**config.mk**
```make
export PLATFORM = sky130hd
export DESIGN_NAME = twi_reg_slave
export DESIGN_NICKNAME = d
export VERILOG_FILES = /design/src/rtl/twi_reg_pkg.sv /design/src/rtl/twi_reg_dp.sv /design/src/rtl/twi_reg_ctrl.sv /design/src/rtl/twi_reg_slave.sv
export SDC_FILE = /design/constraint.sdc
export NUM_CORES = 1
export LEC_CHECK = 0
export BUFFER_PORTS_ARGS = -buffer_cell sky130_fd_sc_hd__buf_2
export CAP_MARGIN = 5
export CELL_PAD_IN_SITES_DETAIL_PLACEMENT = 1
export CELL_PAD_IN_SITES_GLOBAL_PLACEMENT = 1
export CORE_MARGIN = 3
export CORE_UTILIZATION = 50
export DETAILED_ROUTE_END_ITERATION = 10
export PLACE_DENSITY_LB_ADDON = 0.1
export RECOVER_POWER = 25
export SETUP_SLACK_MARGIN = 0.3
export SYNTH_ARGS = -nofsm -noshare
export SYNTH_HDL_FRONTEND = slang
export SYNTH_SLANG_ARGS = --single-unit
```
**constraint.sdc**
```tcl
create_clock -name clk -period 3.35 [get_ports clk]
set_clock_uncertainty 0.05 [all_clocks]
set_input_delay 0.1675 -clock clk [delete_from_list [all_inputs] [get_ports clk]]
set_output_delay 0.1675 -clock clk [all_outputs]
set_load 0.1 [all_outputs]
```
**src/rtl/twi_reg_pkg.sv**
```systemverilog
package twi_reg_pkg;

  typedef enum logic [2:0] {
    ST_IDLE,
    ST_ADDR,
    ST_REG,
    ST_WDATA,
    ST_ACK,
    ST_RD,
    ST_RACK,
    ST_RNEXT
  } state_t;

  // strobes from control to datapath
  typedef struct packed {
    logic loadPtr;
    logic writeReg;
    logic incPtr;
    logic loadTx;
    logic shiftTx;
  } strb_t;

endpackage

```
**src/rtl/twi_reg_dp.sv**
```systemverilog
module twi_reg_dp
  import twi_reg_pkg::*;
#(
  parameter int          NUM_REGS   = 16,
  parameter logic [7:0]  RESET_BASE = 8'hA0
) (
  input  logic                  clk,
  input  logic                  rstN,
  input  logic                  sclIn,
  input  logic                  sdaIn,
  input  strb_t                 strb,
  output logic                  sclSync,
  output logic                  sdaSync,
  output logic                  sclRise,
  output logic                  sclFall,
  output logic                  startSeen,
  output logic                  stopSeen,
  output logic [7:0]            rxNext,
  output logic                  txMsb,
  output logic [NUM_REGS*8-1:0] regOut
);
  localparam int PTR_W = $clog2(NUM_REGS);
  localparam logic [PTR_W-1:0] PTR_ONE = PTR_W'(1);

  logic [2:0] sclSr, sdaSr;
  logic       sclDly, sdaDly;
  logic [6:0] rxShift;
  logic [7:0] txSh;
  logic [PTR_W-1:0] ptr;
  logic [7:0] bank [NUM_REGS];

  // two synchronizer flops plus one history flop per line
  always_ff @(posedge clk or negedge rstN) begin
    if (!rstN) begin
      sclSr <= '1;
      sdaSr <= '1;
    end else begin
      sclSr <= {sclSr[1:0], sclIn};
      sdaSr <= {sdaSr[1:0], sdaIn};
    end
  end

  assign sclSync   = sclSr[1];
  assign sclDly    = sclSr[2];
  assign sdaSync   = sdaSr[1];
  assign sdaDly    = sdaSr[2];
  assign sclRise   = sclSync & ~sclDly;
  assign sclFall   = ~sclSync & sclDly;
  assign startSeen = sclSync & sclDly & sdaDly & ~sdaSync;
  assign stopSeen  = sclSync & sclDly & ~sdaDly & sdaSync;

  // byte completed by the bit sampled on this rising edge
  assign rxNext = {rxShift, sdaSync};
  assign txMsb  = txSh[7];

  always_ff @(posedge clk or negedge rstN) begin
    if (!rstN) begin
      for (int i = 0; i < NUM_REGS; i++) bank[i] <= RESET_BASE + 8'(i);
      ptr     <= '0;
      rxShift <= '0;
      txSh    <= '0;
    end else begin
      if (sclRise) rxShift <= rxNext[6:0];
      if (strb.writeReg) bank[ptr] <= rxNext;
      if (strb.loadPtr)     ptr <= rxNext[PTR_W-1:0];
      else if (strb.incPtr) ptr <= ptr + PTR_ONE;
      if (strb.loadTx)       txSh <= bank[ptr];
      else if (strb.shiftTx) txSh <= {txSh[6:0], 1'b0};
    end
  end

  for (genvar g = 0; g < NUM_REGS; g++) begin : g_out
    assign regOut[8*g +: 8] = bank[g];
  end

endmodule

```
**src/rtl/twi_reg_ctrl.sv**
```systemverilog
module twi_reg_ctrl
  import twi_reg_pkg::*;
#(
  parameter logic [6:0] CHIP_ADDR     = 7'h52,
  parameter bit         ANY_POS_MATCH = 1'b0
) (
  input  logic       clk,
  input  logic       rstN,
  input  logic       sclRise,
  input  logic       sclFall,
  input  logic       startSeen,
  input  logic       stopSeen,
  input  logic       sdaSync,
  input  logic [7:0] rxNext,
  output strb_t      strb,
  output logic       drvAck,
  output logic       drvData,
  output state_t     state
);
  localparam logic [3:0] CNT_ONE  = 4'd1;
  localparam logic [3:0] LAST_BIT = 4'd7;
  localparam logic [3:0] BYTE_END = 4'd8;

  logic [3:0] bitCnt;
  state_t     afterAck;
  logic       addrHit, byteDone;

  assign addrHit  = (rxNext[7:1] == CHIP_ADDR);
  assign byteDone = sclRise && (bitCnt == LAST_BIT);

  always_comb begin
    strb          = '0;
    strb.loadPtr  = (state == ST_REG)   && byteDone;
    strb.writeReg = (state == ST_WDATA) && byteDone;
    strb.incPtr   = strb.writeReg ||
                    ((state == ST_RD) && sclFall && (bitCnt == BYTE_END));
    strb.loadTx   = ((state == ST_ACK) && sclFall && drvAck && (afterAck == ST_RD)) ||
                    ((state == ST_RNEXT) && sclFall);
    strb.shiftTx  = (state == ST_RD) && sclFall && (bitCnt != BYTE_END);
  end

  always_ff @(posedge clk or negedge rstN) begin
    if (!rstN) begin
      state    <= ST_IDLE;
      afterAck <= ST_REG;
      bitCnt   <= '0;
      drvAck   <= 1'b0;
      drvData  <= 1'b0;
    end else if (startSeen || stopSeen) begin
      state   <= startSeen ? ST_ADDR : ST_IDLE;
      bitCnt  <= '0;
      drvAck  <= 1'b0;
      drvData <= 1'b0;
    end else begin
      case (state)
        ST_IDLE: begin
          // raw bit-stream scan, only in compatibility mode
          if (ANY_POS_MATCH && sclRise) begin
            if (bitCnt != LAST_BIT) bitCnt <= bitCnt + CNT_ONE;
            else if (addrHit) begin
              state    <= ST_ACK;
              afterAck <= rxNext[0] ? ST_RD : ST_REG;
              bitCnt   <= '0;
            end
          end
        end
        ST_ADDR, ST_REG, ST_WDATA: begin
          if (sclRise) begin
            if (bitCnt != LAST_BIT) bitCnt <= bitCnt + CNT_ONE;
            else begin
              bitCnt <= '0;
              if (state == ST_ADDR) begin
                state    <= addrHit ? ST_ACK : ST_IDLE;
                afterAck <= rxNext[0] ? ST_RD : ST_REG;
              end else begin
                state    <= ST_ACK;
                afterAck <= ST_WDATA;
              end
            end
          end
        end
        ST_ACK: begin
          if (sclFall) begin
            if (!drvAck) drvAck <= 1'b1;
            else begin
              drvAck  <= 1'b0;
              state   <= afterAck;
              bitCnt  <= '0;
              drvData <= (afterAck == ST_RD);
            end
          end
        end
        ST_RD: begin
          if (sclRise) bitCnt <= bitCnt + CNT_ONE;
          else if (sclFall && (bitCnt == BYTE_END)) begin
            drvData <= 1'b0;
            state   <= ST_RACK;
          end
        end
        ST_RACK: begin
          if (sclRise) begin
            state  <= sdaSync ? ST_IDLE : ST_RNEXT;
            bitCnt <= '0;
          end
        end
        ST_RNEXT: begin
          if (sclFall) begin
            drvData <= 1'b1;
            bitCnt  <= '0;
            state   <= ST_RD;
          end
        end
        default: state <= ST_IDLE;
      endcase
    end
  end

endmodule

```
**src/rtl/twi_reg_slave.sv**
```systemverilog
module twi_reg_slave
  import twi_reg_pkg::*;
#(
  parameter logic [6:0] CHIP_ADDR     = 7'h52,
  parameter int         NUM_REGS      = 16,
  parameter logic [7:0] RESET_BASE    = 8'hA0,
  parameter bit         ANY_POS_MATCH = 1'b0
) (
  input  logic                  clk,
  input  logic                  rstN,
  input  logic                  sclIn,
  input  logic                  sdaIn,
  output logic                  sdaOe,
  output logic [NUM_REGS*8-1:0] regOut
);
  strb_t      strb;
  state_t     state;
  logic       sclSync, sdaSync, sclRise, sclFall, startSeen, stopSeen;
  logic [7:0] rxNext;
  logic       txMsb, drvAck, drvData;

  twi_reg_dp #(
    .NUM_REGS  (NUM_REGS),
    .RESET_BASE(RESET_BASE)
  ) u_dp (
    .clk      (clk),
    .rstN     (rstN),
    .sclIn    (sclIn),
    .sdaIn    (sdaIn),
    .strb     (strb),
    .sclSync  (sclSync),
    .sdaSync  (sdaSync),
    .sclRise  (sclRise),
    .sclFall  (sclFall),
    .startSeen(startSeen),
    .stopSeen (stopSeen),
    .rxNext   (rxNext),
    .txMsb    (txMsb),
    .regOut   (regOut)
  );

  twi_reg_ctrl #(
    .CHIP_ADDR    (CHIP_ADDR),
    .ANY_POS_MATCH(ANY_POS_MATCH)
  ) u_ctrl (
    .clk      (clk),
    .rstN     (rstN),
    .sclRise  (sclRise),
    .sclFall  (sclFall),
    .startSeen(startSeen),
    .stopSeen (stopSeen),
    .sdaSync  (sdaSync),
    .rxNext   (rxNext),
    .strb     (strb),
    .drvAck   (drvAck),
    .drvData  (drvData),
    .state    (state)
  );

  assign sdaOe = drvAck | (drvData & ~txMsb);

endmodule

```
==> flow_summary.yaml, run 1 <==
power_and_ir_drop:
  sw_frac_of_total: 0.2688
  finalPower_uw: 4607
  switching_pwr_uw: 1238
  irDropWorstVdd_uv: 366.3
  p_per_area_nw_per_um2: 483.0
  power.static_leakage_uw: 0.004664
  power.combinational.fraction: 0.068
  pwr-share-clk: 0.453
  seqPwrFrac: 0.479
  internal_power_uw: 3369
placed_design:
  port_buffers: 132
  numPlacedInstances: 875
  finalWeightedCongestion: 0.8194
  detailed_place_hpwl_mm: 15.50
route:
  routed_wire_length_per_instance_um: 25.83
  post-route-drc-count: 0
  drt_first_pass_iters: 4
  initial_drt_markers: 357
  final_antenna_net_count: 0
  number_of_vias_after_detailed_routing: 5464
  via_per_inst: 6.004
  finalWirelength_mm: 23.51
logic_synthesis:
  synth_top_family_by_area: "multiplexers"
  post_synth_most_frequent_cells: "126 x sky130_fd_sc_hd__mux2_2, 94 x sky130_fd_sc_hd__dfrtp_1, 71 x sky130_fd_sc_hd__dfstp_2, 43 x sky130_fd_sc_hd__nand2_1, 24 x sky130_fd_sc_hd__clkbuf_1"
  synth_seq_cells: 165
  yosysTopAreaCell: "sky130_fd_sc_hd__dfrtp_1"
  synth_xor_area_frac: 0.002168
  yosysWarnings: 0
  synth.avg_cell_area_um2: 14.38
  synthTopCellsByArea: "sky130_fd_sc_hd__dfrtp_1 29%, sky130_fd_sc_hd__dfstp_2 23%, sky130_fd_sc_hd__mux2_2 18%"
  syn_nets: 572
  ys_types: 61
  yosys.area_share.simple: 0.08549
  synth_area_in_adders: 0.009292
  synth_edf_count: 0
  synth_cells: 562
  synth.cell_area_um2: 8079
  post_synth_mux_area_share: 0.3096
  synth-seq-area-share: 0.5221
  async_set_or_reset_register_ratio_after_synthesis: 1.000
  yosys.area.top_type_share: 0.2912
  synth_ff_type: "sky130_fd_sc_hd__dfrtp_1"
  synth_compound_gate_area_share: 0.04243
  yosys.cell_count.top_type: "sky130_fd_sc_hd__mux2_2"
setup_path:
  largest_fanout_on_the_critical_path: 13
  worst_setup_path_start_kind: "flip-flop"
  timing_worst_setup_path_type: "flip-flop to flip-flop"
  critPathRequiredTime_ns: 3.61
  crit-reg2reg-launch: "u_dp.sclSr[1]"
  path_cells: "nor2b_2 > buf_4 > and2_1 > nand3b_2 > nor2_4 > mux2_2"
  endpoint_kind: "flip-flop"
  path_delay_family: "simple AND/OR/NAND/NOR gates"
  timing.reg2reg.worst_path_depth: 6
  worstPathBufferInverterCount: 1
  critical-path-slowest-cell: "sky130_fd_sc_hd__dfstp_1"
  reg2reg_setup_slack_ns: 0.54
  critical_path.reg2reg.endpoint: "u_dp.regOut[51]"
  delay_of_the_slowest_cell_on_the_worst_path_ns: 0.74
  endpoint_arrival_time_on_the_critical_path_ns: 3.07
cts:
  cts-buffers-inserted: 17
  clock_insertion_delay_worst_skew_ns: 0.43
  cts_sinks: 165
  post_cts_buffers: 0
  cts_max_level: 4
  clockBufferDepth: 2
  post_cts_resized: 0
  cts-root-buf: "sky130_fd_sc_hd__clkbuf_16"
  cts-hold-fix-buffers: 3
  tritoncts: "done"
  path_clk_slew_ns: 0.07
grt:
  antenna_found_initial: 0
  grt.overflow.total: 0
  grt_pass1_vias: 6154
  grtUsageTotal: 0.2740
  pin_count_of_the_biggest_net_entering_global_routing: 93
  grt_pass1_wl_mm: 37.05
floorplan:
  std_cell_rows: 45
  die_w_um: 133.1
  core_outline_area_um2: 15480
  initial_core_util: 0.5218
  top_level_ports: 133
  area_enclosed_by_the_die_boundary_um2: 17720
  die_h_um: 133.1
timing:
  fin_crit_ns: 2.807
  slew_headroom: -0.5609
  max_clock_freq_mhz: 356.2
  finalSetupViolCount: 0
  grt_setup_unrepaired: "no"
  period_share: 0.8380
  drv_slew: 92
  total_count_of_hold_check_failures_in_the_final_report: 0
  worst_slew_pin_slew_ns: 2.341
  totalNegativeSetupSlack_ns: 0
cells_and_area:
  flow.area_growth_from_synthesis_pct: 18.06
  final_cells: 910
  final_layout_size_suffix_gt1_frac: 0.5737
  insertedDiodeCount: 0
  net_count_of_the_finished_layout: 696
min_path:
  holdPathStages: 0
  min-delay-start: "u_dp.sdaSr[0]"
  worst_hold_path.endpoint: "u_dp.sdaSr[1]"
  hold_path.class: "flip-flop to flip-flop"
outcome:
  failed_checks: "max-capacitance violations, max-slew violations"
  outcome: "finished, violations left"
run:
  max_cap_violations: 1
[cells in the final DEF (no fill, tap or decap), types with 3 or more instances in the layout]
master	count
sky130_fd_sc_hd__nor2_1	9
sky130_fd_sc_hd__a21oi_1	10
sky130_fd_sc_hd__o21ai_1	8
sky130_fd_sc_hd__nor2_4	8
sky130_fd_sc_hd__buf_4	4
sky130_fd_sc_hd__mux2i_1	8
sky130_fd_sc_hd__buf_2	121
sky130_fd_sc_hd__nand3_2	4
sky130_fd_sc_hd__nand2_2	4
sky130_fd_sc_hd__mux4_1	21
sky130_fd_sc_hd__and2_1	3
sky130_fd_sc_hd__bufinv_16	3
sky130_fd_sc_hd__dfrtp_1	93
sky130_fd_sc_hd__ha_1	6
sky130_fd_sc_hd__o21ai_0	8
sky130_fd_sc_hd__a31oi_1	6
sky130_fd_sc_hd__inv_6	4
sky130_fd_sc_hd__clkbuf_1	12
sky130_fd_sc_hd__nand3b_1	5
sky130_fd_sc_hd__inv_1	9
sky130_fd_sc_hd__nand2_1	43
sky130_fd_sc_hd__dfstp_2	69
sky130_fd_sc_hd__buf_12	3
sky130_fd_sc_hd__nor3_1	4
sky130_fd_sc_hd__nor2b_1	4
sky130_fd_sc_hd__clkbuf_16	17
sky130_fd_sc_hd__nand2b_1	4
sky130_fd_sc_hd__mux4_2	19
sky130_fd_sc_hd__dlygate4sd3_1	3
sky130_fd_sc_hd__mux2_2	126
sky130_fd_sc_hd__nand3_1	9
[kinds of logic after synthesis]
family	count (synthesis)
AOI/OAI and AO/OA	53
xor gates and xnor gates	2
adders and majority gates	6
buffers and inverters	47
DFF	165
muxes	176
and+or+nand+nor	113
[power by group through the flow]
stage	Combinational [µW]	Sequential (µW)	Clock, µW
6_report	315	2210	2080
2_1_floorplan	291	2120	0
3_3_place_gp	300	2230	0
4_1_cts	320	2200	2120
5_1_grt	349	2220	2220
3_5_place_dp	316	2240	0
[sequential cells by signal, summed over array words and instances, names as in the netlist]
register / cells
u_ctrl.drvAck: 1
u_ctrl.drvData: 1
u_dp.ptr: 4
u_ctrl.afterAck: 3
u_dp.sdaSr: 3
u_dp.rxShift: 7
u_dp.regOut: 128
u_dp.sclSr: 3
u_ctrl.state: 3
u_dp.txSh: 8
u_ctrl.bitCnt: 4
[through the flow]
step / hold slack, ns / setup WS [ns] / cell area (µm²) / util
after floorplan: -0.1781 / 1.245 / 8079 / -
after global placement: 0.2259 / 0.8074 / 8909 / 0.5754
after detailed placement: 0.2306 / 0.7274 / 8909 / 0.5754
after CTS: 0.3070 / 0.6797 / 9560 / 0.6175
after global routing: 0.3171 / 0.2852 / 9538 / 0.6160
final: 0.3112 / 0.5427 / 9538 / 0.6160
[routing by layer]
metal  vias up  GRT usage  share of wire
met1      2945     0.3449           0.41
met4         0     0.1011          0.031
met2       143     0.4625           0.51
li1       2334          -              -
met5         -          0              0
met3        42    0.06722          0.047
[final cells by class]
class	count	area, µm²
Sequential cell	165	4219
Multi-Input combinational cell	350	3627
Inverter	9	33.78
Clock buffer	18	429.2
Tap cell	211	264.0
Timing Repair Buffer	143	772.0
Clock inverter	14	192.7
Fill cell	1554	5946
[worst max-delay path by stage]
stage	from	to	slack [ns]	cells after the start
6_report	u_dp.sclSr[1]	u_dp.regOut[51]	0.54	6
5_1_grt	rstN	u_dp.ptr[0]	0.29	2
4_1_cts	u_dp.sclSr[1]	u_dp.regOut[54]	0.68	6
3_5_place_dp	u_dp.sclSr[1]	u_dp.regOut[43]	0.73	6
3_3_place_gp	u_dp.sclSr[1]	u_dp.regOut[43]	0.81	6
2_1_floorplan	u_dp.regOut[73]	u_dp.txSh[1]	1.25	4
Note: power is estimated with default switching activity, not from simulation.
==> inputs of run 2 (changes only) <==
Settings changed: CORE_UTILIZATION 50 to 47.
Clock period 3.35 ns to 2.8 ns, I/O delays scaled along.
==> run 2 against run 1 <==
Against the previous run: the run still ends with max-capacitance violations, max-slew violations left; setup slack got worse by 0.17 ns; global-route usage decreased by 1.9 points; final cell count increased by 2.0%; maximum frequency increased by 16%; via count decreased by 1.4%; power increased by 15%; sequential cell count unchanged; critical path type unchanged; critical endpoint is now u_dp.regOut[108].
==> flow_summary.yaml, run 2 (same netlist as run 1, synthesis figures left out) <==
outcome:
  outcome: "finished, violations left"
  failed_checks: "max-capacitance violations, max-slew violations"
setup_path:
  worst_setup_path_start_kind: "flip-flop"
  endpoint_arrival_time_on_the_critical_path_ns: 2.69
  critical-path-slowest-cell: "sky130_fd_sc_hd__dfstp_1"
  critPathRequiredTime_ns: 3.06
  timing_worst_setup_path_type: "flip-flop to flip-flop"
  path_delay_family: "simple AND/OR/NAND/NOR gates"
  worstPathBufferInverterCount: 0
  delay_of_the_slowest_cell_on_the_worst_path_ns: 0.70
  largest_fanout_on_the_critical_path: 11
  path_cells: "nor2b_2 > nand2_1 > nor2_1 > nand2_2 > mux2_2"
  endpoint_kind: "flip-flop"
timing:
  period_share: 0.8678
  worst_slew_pin_slew_ns: 1.551
  finalSetupViolCount: 0
  grt_setup_unrepaired: "no"
  drv_slew: 59
  fin_crit_ns: 2.430
  max_clock_freq_mhz: 411.5
  totalNegativeSetupSlack_ns: 0
  slew_headroom: -0.03404
  total_count_of_hold_check_failures_in_the_final_report: 0
route:
  m1WireLength_mm: 9.518
  final_antenna_net_count: 0
  finalWirelength_mm: 22.88
  top_layer_used: "met4"
  met2_wirelength_mm: 12.16
  dr_wl_met3_um: 845
  drt_first_pass_iters: 4
  routed_wire_length_per_instance_um: 24.66
  post-route-drc-count: 0
  initial_drt_markers: 293
  number_of_vias_after_detailed_routing: 5390
  via_per_inst: 5.808
cells_and_area:
  insertedDiodeCount: 0
  utilization: 0.5748
  flow.area_growth_from_synthesis_pct: 18.82
  filler_cell_count: 1720
  layout.cell_area.non_filler_um2: 9599
  most-common-layout-cells: "131 x sky130_fd_sc_hd__buf_2, 126 x sky130_fd_sc_hd__mux2_2, 93 x sky130_fd_sc_hd__dfrtp_1, 70 x sky130_fd_sc_hd__dfstp_2, 43 x sky130_fd_sc_hd__nand2_1"
  largest_reg_flops: 128
  net_count_of_the_finished_layout: 705
  mostFrequentLayoutCell: "sky130_fd_sc_hd__buf_2"
  final_layout_size_suffix_gt1_frac: 0.5975
run:
  max_cap_violations: 1
cts:
  tritoncts: "done"
  cts-root-buf: "sky130_fd_sc_hd__clkbuf_16"
  clock_insertion_delay_worst_skew_ns: 0.42
  clockBufferDepth: 2
  cts_sinks: 165
  cts_max_level: 4
  path_clk_slew_ns: 0.06
  cts-buffers-inserted: 17
grt:
  pin_count_of_the_biggest_net_entering_global_routing: 77
  grt_pass1_wl_mm: 35.63
  antenna_found_initial: 0
  grtUsageTotal: 0.2551
  grt.overflow.total: 0
  grt_pass1_vias: 5859
placed_design:
  port_buffers: 132
  finalWeightedCongestion: 0.8114
  detailed_place_hpwl_mm: 15.92
  dpl_cell_area_um2: 8960
floorplan:
  top_level_ports: 133
  die_h_um: 137.1
  initial_core_util: 0.4837
  die_w_um: 137.1
  std_cell_rows: 47
  area_enclosed_by_the_die_boundary_um2: 18800
  core_outline_area_um2: 16700
power_and_ir_drop:
  irDropWorstVdd_uv: 421.7
  power.static_leakage_uw: 0.004732
  finalPower_uw: 5302
  p_per_area_nw_per_um2: 552.4
min_path:
  hold_path.class: "flip-flop to flip-flop"
==> run 2: worst paths after layout <==
check	cells past startpoint	startpoint	endpoint	slack (ns)
worst max-delay path	5	u_dp.sclSr[1]	u_dp.regOut[108]	0.37
worst min-delay path	0	u_dp.sdaSr[0]	u_dp.sdaSr[1]	0.31
worst max register to register	5	u_dp.sclSr[1]	u_dp.regOut[108]	0.37
worst min register to register	0	u_dp.sdaSr[0]	u_dp.sdaSr[1]	0.31
max in group asynchronous	3	rstN	u_dp.regOut[39]	0.87
min in group asynchronous	2	rstN	u_dp.txSh[2]	0.58
==> run 2: metal layers <==
metal | up-vias | GRT usage
li1 | 2353 | -
met1 | 2875 | 0.3274
met2 | 140 | 0.4431
met3 | 22 | 0.04853
met4 | 0 | 0.07151
met5 | - | 0
==> run 2: stage by stage <==
stage                     instances  hold WS (ns)  worst slack [ns]
final                           928        0.3065            0.3701
after global routing            928        0.3067            0.2658
after floorplan                 562       -0.2056            0.6951
after CTS                       928        0.2165            0.3166
after detailed placement        891        0.1073            0.3031
after global placement          891        0.1053            0.4087
==> run 2: timing repair <==
item | CTS | global route
gates cloned | 0 | 0
resized for setup | 0 | 2
endpoints found under the hold margin | 41 | 0
hold buffers | 3 | 0
setup endpoints to repair | 7 | 52
pin swaps | 2 | 0
setup buffers | 2 | 0
==> run 2: layout make-up <==
type,instances,area [µm²],share of cell area
multi-input cells,350,3628,0.3780
clock inverters,13,122.6,0.01277
inverters,9,33.78,0.003519
clock buffers,19,452.9,0.04718
repair buffers,152,864.6,0.09007
flip-flops and latches,165,4222,0.4398
well taps,220,275.3,0.02868
==> run 2: report_power, final <==
| group | internal (µW) | switching (µW) |
|---|---|---|
| logic | 158 | 247 |
| clock network | 1280 | 998 |
| registers | 2450 | 168 |
| total | 3890 | 1410 |
==> inputs of run 3 (changes only) <==
==> constraint.sdc (replaced) <==
create_clock -name clk -period 2.8 [get_ports clk]
set_clock_uncertainty 0.05 [all_clocks]
set_input_delay 0.56 -clock clk [delete_from_list [all_inputs] [get_ports clk]]
set_output_delay 0.56 -clock clk [all_outputs]
set_load 0.1 [all_outputs]
==> run 3 against run 2 <==
Against the previous run: the flow still finishes with violations (max-capacitance violations, max-slew violations); via count is 0.45% lower; routed wire length increased by 2.1%; cell area down 0.29%; combinational power grew 3%; non-clock buffer count decreased by 2; clock-buffer cell count rose by 1; setup slack gained 0.025 ns; critical path depth stayed put; core utilization decreased by 0.16 points; first-iteration DRC count fell by 17%; register-to-register slack better by 0.03 ns; worst hold slack got worse by 0.12 ns.
==> flow_summary.yaml, run 3 (same netlist as run 1, synthesis figures left out) <==
floorplan:
  area_enclosed_by_the_die_boundary_um2: 18800
  top_level_ports: 133
  die_h_um: 137.1
  std_cell_rows: 47
  die_w_um: 137.1
  core_outline_area_um2: 16700
  initial_core_util: 0.4837
grt:
  grt_pass1_vias: 6023
  antenna_found_initial: 0
  grt.overflow.total: 0
  grt_pass1_wl_mm: 35.95
  pin_count_of_the_biggest_net_entering_global_routing: 60
  grtUsageTotal: 0.2602
setup_path:
  path_cells: "clkbuf_1 > nand2b_1 > a31oi_1 > o211ai_1 > a22o_1"
  critical_path.reg2reg.endpoint: "u_ctrl.state[0]"
  endpoint_kind: "flip-flop"
  endpoint_arrival_time_on_the_critical_path_ns: 2.67
  worst_setup_path_start_kind: "flip-flop"
  crit-reg2reg-launch: "u_dp.sdaSr[1]"
  reg2reg_setup_slack_ns: 0.40
  timing_worst_setup_path_type: "flip-flop to flip-flop"
  critPathRequiredTime_ns: 3.07
  critical-path-slowest-cell: "sky130_fd_sc_hd__clkbuf_1"
  largest_fanout_on_the_critical_path: 24
  timing.reg2reg.worst_path_depth: 5
  delay_of_the_slowest_cell_on_the_worst_path_ns: 0.89
cells_and_area:
  filler_cell_count: 1705
  mostFrequentLayoutCell: "sky130_fd_sc_hd__buf_2"
  final_layout_size_suffix_gt1_frac: 0.5977
  layout.cell_area.non_filler_um2: 9572
  net_count_of_the_finished_layout: 703
  utilization: 0.5731
  largest_reg_flops: 128
  flow.area_growth_from_synthesis_pct: 18.48
  most-common-layout-cells: "131 x sky130_fd_sc_hd__buf_2, 126 x sky130_fd_sc_hd__mux2_2, 93 x sky130_fd_sc_hd__dfrtp_1, 70 x sky130_fd_sc_hd__dfstp_2, 43 x sky130_fd_sc_hd__nand2_1"
  insertedDiodeCount: 0
route:
  final_antenna_net_count: 0
  drt_first_pass_iters: 4
  initial_drt_markers: 242
  finalWirelength_mm: 23.37
  via_per_inst: 5.795
  number_of_vias_after_detailed_routing: 5366
  post-route-drc-count: 0
  routed_wire_length_per_instance_um: 25.23
placed_design:
  detailed_place_hpwl_mm: 15.95
  port_buffers: 132
  finalWeightedCongestion: 0.8690
  dpl_cell_area_um2: 8970
cts:
  cts-hold-fix-buffers: 0
  post_cts_resized: 0
  cts-buffers-inserted: 17
  cts_max_level: 4
  cts-root-buf: "sky130_fd_sc_hd__clkbuf_16"
  post_cts_buffers: 0
  tritoncts: "done"
  cts_sinks: 165
  path_clk_slew_ns: 0.07
  clockBufferDepth: 2
  clock_insertion_delay_worst_skew_ns: 0.43
timing:
  grt_setup_unrepaired: "no"
  worst_slew_pin_slew_ns: 1.561
  period_share: 0.8588
  totalNegativeSetupSlack_ns: 0
  drv_slew: 58
  finalSetupViolCount: 0
  total_count_of_hold_check_failures_in_the_final_report: 0
  max_clock_freq_mhz: 415.9
  slew_headroom: -0.04083
  holdWs_ns: 0.1865
  fin_crit_ns: 2.405
min_path:
  holdPathStages: 1
  hold_path.class: "primary input to flip-flop"
  worst_hold_path.endpoint: "u_dp.sdaSr[0]"
  min-delay-start: "sdaIn"
run:
  max_cap_violations: 1
power_and_ir_drop:
  finalPower_uw: 5486
  power.static_leakage_uw: 0.004741
  irDropWorstVdd_uv: 434.5
  p_per_area_nw_per_um2: 573.1
outcome:
  failed_checks: "max-capacitance violations, max-slew violations"
  outcome: "finished, violations left"
-- run 3: cell count changes in the layout (fill, tap and decap cells not counted), moves of 2 or more --
cell                            before  now
sky130_fd_sc_hd__buf_4              12   15
sky130_fd_sc_hd__clkinvlp_4          4    1
sky130_fd_sc_hd__bufinv_16           1    3
sky130_fd_sc_hd__clkbuf_1            1    3
sky130_fd_sc_hd__dlygate4sd3_1       3    0
sky130_fd_sc_hd__buf_12              4    1
-- run 3: power breakdown --
| group | internal [µW] | leakage [µW] | total [µW] | switching (µW) |
|---|---|---|---|---|
| Combinational | 155 | 0.00242 | 416 | 261 |
| Sequential | 2450 | 0.00202 | 2610 | 162 |
| Clock | 1450 | 0.000298 | 2460 | 1010 |
-- run 3: critical path, delay by kind of cell (launching register included) --
family | cells | cell delay [ns]
compound gates | 3 | 0.66
flops | 1 | 0.54
simple gates | 1 | 0.16
buf+inv | 1 | 0.89
-- run 3: cell type report --
type	instances	area, µm²	share of cell area
Tap cell	220	275.3	0.02876
Sequential cell	165	4219	0.4408
Multi-Input combinational cell	350	3628	0.3791
Timing Repair Buffer	150	802.0	0.08379
Inverter	9	33.78	0.003529
Clock inverter	12	166.4	0.01739
Clock buffer	20	446.7	0.04667
-- run 3: worst max path at each step --
| stage | start | end | slack (ns) |
|---|---|---|---|
| after floorplan | u_dp.regOut[73] | u_dp.txSh[1] | 0.70 |
| after global placement | u_dp.ptr[0] | u_dp.txSh[3] | 0.46 |
| after detailed placement | u_ctrl.bitCnt[0] | u_dp.regOut[44] | 0.38 |
| after CTS | u_ctrl.bitCnt[0] | u_dp.regOut[44] | 0.33 |
| after global routing | u_dp.sdaSr[1] | u_ctrl.state[0] | 0.28 |
| final | u_dp.sdaSr[1] | u_ctrl.state[0] | 0.40 |
-- run 3: per-stage QoR --
stage / cells / worst slack [ns]
3_3_place_gp: 894 / 0.4588
2_1_floorplan: 562 / 0.6951
5_1_grt: 926 / 0.2766
3_5_place_dp: 894 / 0.3759
4_1_cts: 926 / 0.3347
6_report: 926 / 0.3954
-- run 3: layer usage --
metal | vias to the layer above | global-route usage | wire length, µm
met3 | 29 | 0.05404 | 796
li1 | 2349 | - | -
met2 | 114 | 0.4471 | 12220
met5 | - | 0 | 0
met1 | 2874 | 0.3280 | 9742
met4 | 0 | 0.08869 | 608
